`src/rtl/msd_pkg.sv`:
```
package msd_pkg;
   localparam int NUM_LINES = 4;
   localparam int LN_CTS = 0;
   localparam int LN_DSR = 1;
   localparam int LN_RI  = 2;
   localparam int LN_DCD = 3;

   typedef enum logic {
      EDGE_ANY  = 1'b0,
      EDGE_RISE = 1'b1
   } edge_kind_e;
endpackage

```
`src/rtl/msd_sync.sv`:
```
module msd_sync #(
   parameter int WIDTH  = 4,
   parameter int STAGES = 2
) (
   input  logic             clk,
   input  logic             rst_n,
   input  logic [WIDTH-1:0] din,
   output logic [WIDTH-1:0] dout,
   output logic             dout_vld
);
   localparam int LAST = STAGES - 1;

   if (STAGES < 2) begin : g_bad_stages
      $error("msd_sync: STAGES must be at least 2");
   end
   if (WIDTH < 1) begin : g_bad_width
      $error("msd_sync: WIDTH must be positive");
   end

   logic [WIDTH-1:0] stg [STAGES];
   logic [STAGES-1:0] vld;

   for (genvar k = 0; k < STAGES; k++) begin : g_stage
      if (k == 0) begin : g_first
         always_ff @(posedge clk or negedge rst_n) begin
            if (!rst_n) begin
               stg[0] <= '0;
               vld[0] <= 1'b0;
            end else begin
               stg[0] <= din;
               vld[0] <= 1'b1;
            end
         end
      end else begin : g_next
         always_ff @(posedge clk or negedge rst_n) begin
            if (!rst_n) begin
               stg[k] <= '0;
               vld[k] <= 1'b0;
            end else begin
               stg[k] <= stg[k-1];
               vld[k] <= vld[k-1];
            end
         end
      end
   end

   assign dout     = stg[LAST];
   assign dout_vld = vld[LAST];
endmodule

```
`src/rtl/msd_event.sv`:
```
module msd_event #(
   parameter msd_pkg::edge_kind_e KIND = msd_pkg::EDGE_ANY
) (
   input  logic clk,
   input  logic rst_n,
   input  logic smp,
   input  logic smp_vld,
   output logic evt
);
   logic prev_q;
   logic prev_vld_q;

   always_ff @(posedge clk or negedge rst_n) begin
      if (!rst_n) begin
         prev_q     <= 1'b0;
         prev_vld_q <= 1'b0;
      end else begin
         prev_q     <= smp;
         prev_vld_q <= smp_vld;
      end
   end

   if (KIND == msd_pkg::EDGE_RISE) begin : g_rise
      assign evt = prev_vld_q & smp & ~prev_q;
   end else begin : g_any
      assign evt = prev_vld_q & (smp ^ prev_q);
   end
endmodule

```
`src/rtl/msd_flag.sv`:
```
module msd_flag (
   input  logic clk,
   input  logic rst_n,
   input  logic evt,
   input  logic clr,
   output logic flag_o
);
   always_ff @(posedge clk or negedge rst_n) begin
      if (!rst_n) flag_o <= 1'b0;
      else        flag_o <= (flag_o & ~clr) | evt;
   end


   read_clears_chk: assert property (@(posedge clk) disable iff (!rst_n)
      (clr && !evt) |=> !flag_o);

   event_kept_chk: assert property (@(posedge clk) disable iff (!rst_n)
      evt |=> flag_o);

   sticky_hold_chk: assert property (@(posedge clk) disable iff (!rst_n)
      (flag_o && !clr) |=> flag_o);

   no_spurious_set_chk: assert property (@(posedge clk) disable iff (!rst_n)
      (!flag_o && !evt) |=> !flag_o);
endmodule

```
`src/rtl/modem_delta_monitor.sv`:
```
module modem_delta_monitor #(
   parameter int                             SYNC_STAGES    = 2,
   parameter logic [msd_pkg::NUM_LINES-1:0]  RISE_ONLY_MASK = 4'b0100
) (
   input  logic       clk,
   input  logic       rst_n,
   input  logic [3:0] modem_in,
   input  logic       status_rd,
   output logic [7:0] status_o,
   output logic       irq_o
);
   import msd_pkg::*;

   localparam int NL = NUM_LINES;

   logic [NL-1:0] level;
   logic          level_vld;
   logic [NL-1:0] evt;
   logic [NL-1:0] delta;

   msd_sync #(
      .WIDTH (NL),
      .STAGES(SYNC_STAGES)
   ) u_sync (
      .clk     (clk),
      .rst_n   (rst_n),
      .din     (modem_in),
      .dout    (level),
      .dout_vld(level_vld)
   );

   for (genvar i = 0; i < NL; i++) begin : g_line
      localparam edge_kind_e KIND = RISE_ONLY_MASK[i] ? EDGE_RISE : EDGE_ANY;

      msd_event #(.KIND(KIND)) u_evt (
         .clk    (clk),
         .rst_n  (rst_n),
         .smp    (level[i]),
         .smp_vld(level_vld),
         .evt    (evt[i])
      );

      msd_flag u_flag (
         .clk   (clk),
         .rst_n (rst_n),
         .evt   (evt[i]),
         .clr   (status_rd),
         .flag_o(delta[i])
      );
   end

   assign status_o = {level, delta};
   assign irq_o    = |delta;

   if (RISE_ONLY_MASK[LN_RI]) begin : g_ri_chk

      ri_rise_only_chk: assert property (@(posedge clk) disable iff (!rst_n)
         $rose(delta[LN_RI]) |-> ($past(level[LN_RI]) && !$past(level[LN_RI], 2)));
   end
endmodule

```
`config.mk`:
```
export PLATFORM = sky130hd
export DESIGN_NAME = modem_delta_monitor
export DESIGN_NICKNAME = d
export VERILOG_FILES = /design/src/rtl/msd_pkg.sv /design/src/rtl/msd_sync.sv /design/src/rtl/msd_event.sv /design/src/rtl/msd_flag.sv /design/src/rtl/modem_delta_monitor.sv
export SDC_FILE = /design/constraint.sdc
export NUM_CORES = 1
export LEC_CHECK = 0
export CAP_MARGIN = 20
export CORE_MARGIN = 1.5
export CORE_UTILIZATION = 29
export DETAILED_ROUTE_END_ITERATION = 6
export SLEW_MARGIN = 30
export SYNTH_ARGS = -nofsm -noshare
export SYNTH_HDL_FRONTEND = slang
export SYNTH_SLANG_ARGS = --single-unit
```
`constraint.sdc`:
```
create_clock -name clk -period 2.08 [get_ports clk]
set_input_delay 0.208 -clock clk [delete_from_list [all_inputs] [get_ports clk]]
set_output_delay 0.208 -clock clk [all_outputs]
set_load 0.1 [all_outputs]
```
* Word level (Yosys, flattened, before mapping)
Index checks and enable logic that the tools add are counted.
** Storage, ports and cells
- Flip-flop bits (word level) :: 19
- Bits of input ports :: 7
- Output and inout bits :: 9
- Word-level logic and storage cells :: 32
** Operators by class
- Bitwise logic cells :: 18
- Reductions and logical operators :: 1
** Operator list (number)
- AND 1 bit :: 9
- bitwise OR 1 bit :: 4
- OR reduction 4 bit :: 1
- XOR 1 bit :: 3
- inverter 1 bit :: 2

* Longest topological paths before layout
- Word-level depth :: 3
- Mapped depth :: 2

* Hierarchy
From an unflattened synthesis, not the netlist that was laid out.
** Unflattened totals
- Cell total of the unflattened synthesis :: 43
- Area, all modules :: 690.7 um2
** By module, submodules not included
- msd_sync :: times used 1, cells each 15, area an instance 284.0 um2, sequential area each 250.2 um2
- msd_event (g_line[0].u_evt ...) :: times used 3, cells each 4, area an instance 65.1 um2, sequential area each 50.0 um2
- msd_flag :: times used 4, cells each 3, area an instance 36.3 um2, sequential area each 25.0 um2
- msd_event (g_line[2].u_evt) :: times used 1, cells each 3, area an instance 58.8 um2, sequential area each 50.0 um2
- modem_delta_monitor :: times used 1, cells each 1, area an instance 7.5 um2, sequential area each 0.0 um2

* Worst setup path after synthesis
OpenSTA, ideal clock, no wires.
- Path type :: reg-to-output
- From :: register g_line[2].u_flag.flag_o
- To :: output irq_o
- Arrival time :: 1.327 ns
- Path slack :: 0.545 ns
- Stages on the path, launching flop included :: 2
- Path buffers :: 0
- Cells stage by stage :: dfrtp_1 -> or4_1
** Between the ends
- Word-level cells in the longest chain between the ends :: 1
** Ends and longest elaborated chain
- from (decl) :: line msd_flag.sv:6 : output logic flag_o
- from (signal assigned) :: line msd_flag.sv:10 : else flag_o <= (flag_o & ~clr) | evt;
- OR reduction 4 bit :: line modem_delta_monitor.sv:53 : assign irq_o = |delta;
- to (decl) :: line modem_delta_monitor.sv:10 : output logic irq_o
Every way passes these cells.

* Worst setup path after layout
Same ends and word-level chain as after synthesis.

==> results by group <==
Run status
  • Status: complete, no violations

Power and ir drop
  • Tot Pwr: 750 uW
  • Logic gate share of total power: 0.227
  • Leakage: 0.350 nW
  • Cell internal pwr: 506 uW
  • Max VDD drop: 572 uV
  • Clock power share: 0.232
  • Sequential Power Share: 0.541
  • Power Density: 1000 nW/um2
  • Net Switching: 244 uW
  • Switching share of total power: 0.325

Clock tree
  • CTS buffer count: 3
  • Clk_lat worst skew: 0.28 ns
  • CTS tree: yes
  • CTS Sinks: 19
  • # H-tree levels: 1
  • Clk pin slew, worst setup/hold paths: 0.10 ns
  • Post-CTS sizing: 0
  • Post-CTS setup buffer count: 0
  • Clock buffer depth: 2
  • CTS Hold Buffers Added: 0
  • Root buffer cell: clkbuf_4

Detailed routing
  • Met3 wire length: 43 um
  • Met1 wire length: 314 um
  • Vias per cell: 3.70
  • Post-Route WL: 696 um
  • Routed Antenna Nets: 0
  • DR WL met2: 329 um
  • # DRC: 0
  • Detailed Route Iter0 Violations: 0
  • Routed WL per cell: 9.04 um
  • Max layer used: met4
  • Total number of vias: 285
  • DRT Pass-1 Iters: 1

Setup path
  • Max incr delay on CP: 0.53 ns
  • Delay-heaviest family, CP: simple AND/OR/NAND/NOR gates
  • CP arrival: 1.47 ns
  • Crit path launch: g_line[2].u_flag.flag_o
  • Crit end category: output pin
  • CP cell instances: or4_1 -> buf_4
  • CP Launch Type: flip-flop
  • Reg-to-Reg Start: u_sync.dout[3]
  • Crit path buf inv count: 1
  • Critical path class: flip-flop to output pin
  • Crit-path max FO: 3
  • Crit-path slowest cell: or4_1
  • Critical Path RT: 1.87 ns

Floorplan
  • Core ar.: 1980 um2
  • Rows: 16
  • Die area: 2410 um2
  • Die Ht: 49.1 um
  • Die W: 49.1 um
  • IO Count: 16
  • Initial Utilization: 0.311

Logic synthesis
  • XOR/XNOR share of the synthesized area: 0.0427
  • Mux contribution to synthesized area: 0
  • #FFs+latches synth: 19
  • Post-Syn Area: 616 um2
  • Register area share after synthesis: 0.772
  • Post-synthesis simple-gate area fraction: 0.0183
  • Distinct cell type count after synthesis: 9
  • Syn Inst Count: 38
  • Syn Nets: 45
  • Post-Synth Adder-Cell Area: 0
  • Synth Area in Compound Gates: 0.0569
  • Synth Area per Inst: 16.2 um2
  • Warnings from Yosys: 0
  • Largest family of logic cells by synthesized area: buffers and inverters

Job
  • Maxcap violations: 0

STA
  • Total negative slack: 0 ns
  • Final Cycle Share: 0.805
  • Hold Fails Final Rpt: 0
  • Slew Limit Fails: 0
  • Achievable Freq: 597 MHz
  • Final worst path period need: 1.67 ns
  • RSZ-0062 raised after global routing: no
  • Setup ws final: 0.406 ns
  • Skew final: 0.00281 ns
  • Final setup fails: 0
  • Hold_ws: 0.236 ns

Cells and area
  • ANT cells: 0
  • Area grow syn2layout: 22.0%
  • Fraction of layout cells with a size suffix above 1: 0.260
  • Nets: 58
  • Commonest non-fill, non-tap cells in the layout: dfrtp_1, buf_4, clkdlybuf4s50_1
  • Most common cell after layout, fill and taps aside: dfrtp_1
  • Layout Utilization: 0.379

Place
  • Post-place setup slack: 0.721 ns
  • GPL Wtd Cong: 0.656
  • I/O Buffers: 15

Global routing
  • Vias in the first global route: 290
  • GRT overflow: 0
  • Initial antenna violation count: 0
  • First-pass GRT wire length: 1.24 mm
  • Largest net degree at the start of global routing: 20
  • GRT Total Usage: 0.0716

Worst hold path
  • HP Class: primary input to asynchronous set/reset pin
[per-layer routing]
layer / up-vias / track usage
li1: 138 / -
met1: 133 / 0.0740
met2: 12 / 0.108
met4: 0 / 0.0571
met3: 2 / 0.0368
met5: - / 0
[Yosys cell counts]
library cell | count | area share
a22o_1 | 3 | 0.043
buf_4 | 8 | 0.098
conb_1 | 1 | 0.0061
dfrtp_1 | 19 | 0.77
inv_1 | 1 | 0.0061
nand2_1 | 1 | 0.0061
o2bb2ai_1 | 1 | 0.014
or4_1 | 1 | 0.012
xor2_1 | 3 | 0.043
[worst paths after layout]
check                      cells past startpoint  slack [ns]                 endpoint
max                                            2        0.41                    irq_o
min                                            2        0.24           u_sync.dout[2]
max reg2reg                                    2        1.24  g_line[3].u_flag.flag_o
min reg2reg                                    0        0.35           u_sync.dout[2]
max in group asynchronous                      2        1.65           u_sync.dout[1]
min in group clk                               0        0.35           u_sync.dout[2]
[area by class of cell]
class	count	area [um2]
clock buffers	4	26.3
fillers	188	1230
inverters	1	3.75
multi-input cells	10	76.3
flip-flops and latches	19	475
well taps	27	33.8
repair buffers	16	135
[stage by stage]
step | std cells | cell area [um2]
global placement | 73 | 724
CTS | 77 | 751
global route | 77 | 751
floorplan | 38 | 616
detailed placement | 73 | 724
finish | 77 | 751
[worst reg2reg max path: stages, from the launching register on]
cell     delay [ns]
dfrtp_1        0.42
xor2_1         0.15
a22o_1         0.18
[sequential cells by signal, indices dropped and copies added, names as in the netlist]
signal / count
g_line.u_flag.flag_o: 4
u_sync.dout: 4
u_sync.vld: 1
g_line.u_evt.prev_q: 4
g_line.u_evt.prev_vld_q: 1
u_sync.stg: 4
u_sync.dout_vld: 1
[kinds of logic (layout without fill, tap and decap cells)]
| logic type | Yosys count | in the layout |
|---|---|---|
| and+or+nand+nor | 2 | 2 |
| xor gates and xnor gates | 3 | 3 |
| DFF | 19 | 19 |
| buffers and inverters | 9 | 21 |
| other | 1 | 1 |
| AOI/OAI and AO/OA | 4 | 4 |
[power by group through the flow]
stage | Sequential [mW] | Combinational, mW | Clock, mW
final | 0.406 | 0.170 | 0.174
after global routing | 0.409 | 0.176 | 0.206
after CTS | 0.407 | 0.172 | 0.188
after detailed placement | 0.414 | 0.172 | 0
after global placement | 0.413 | 0.172 | 0
after floorplan | 0.410 | 0.146 | 0
Note: power is estimated with default switching activity, not from simulation.
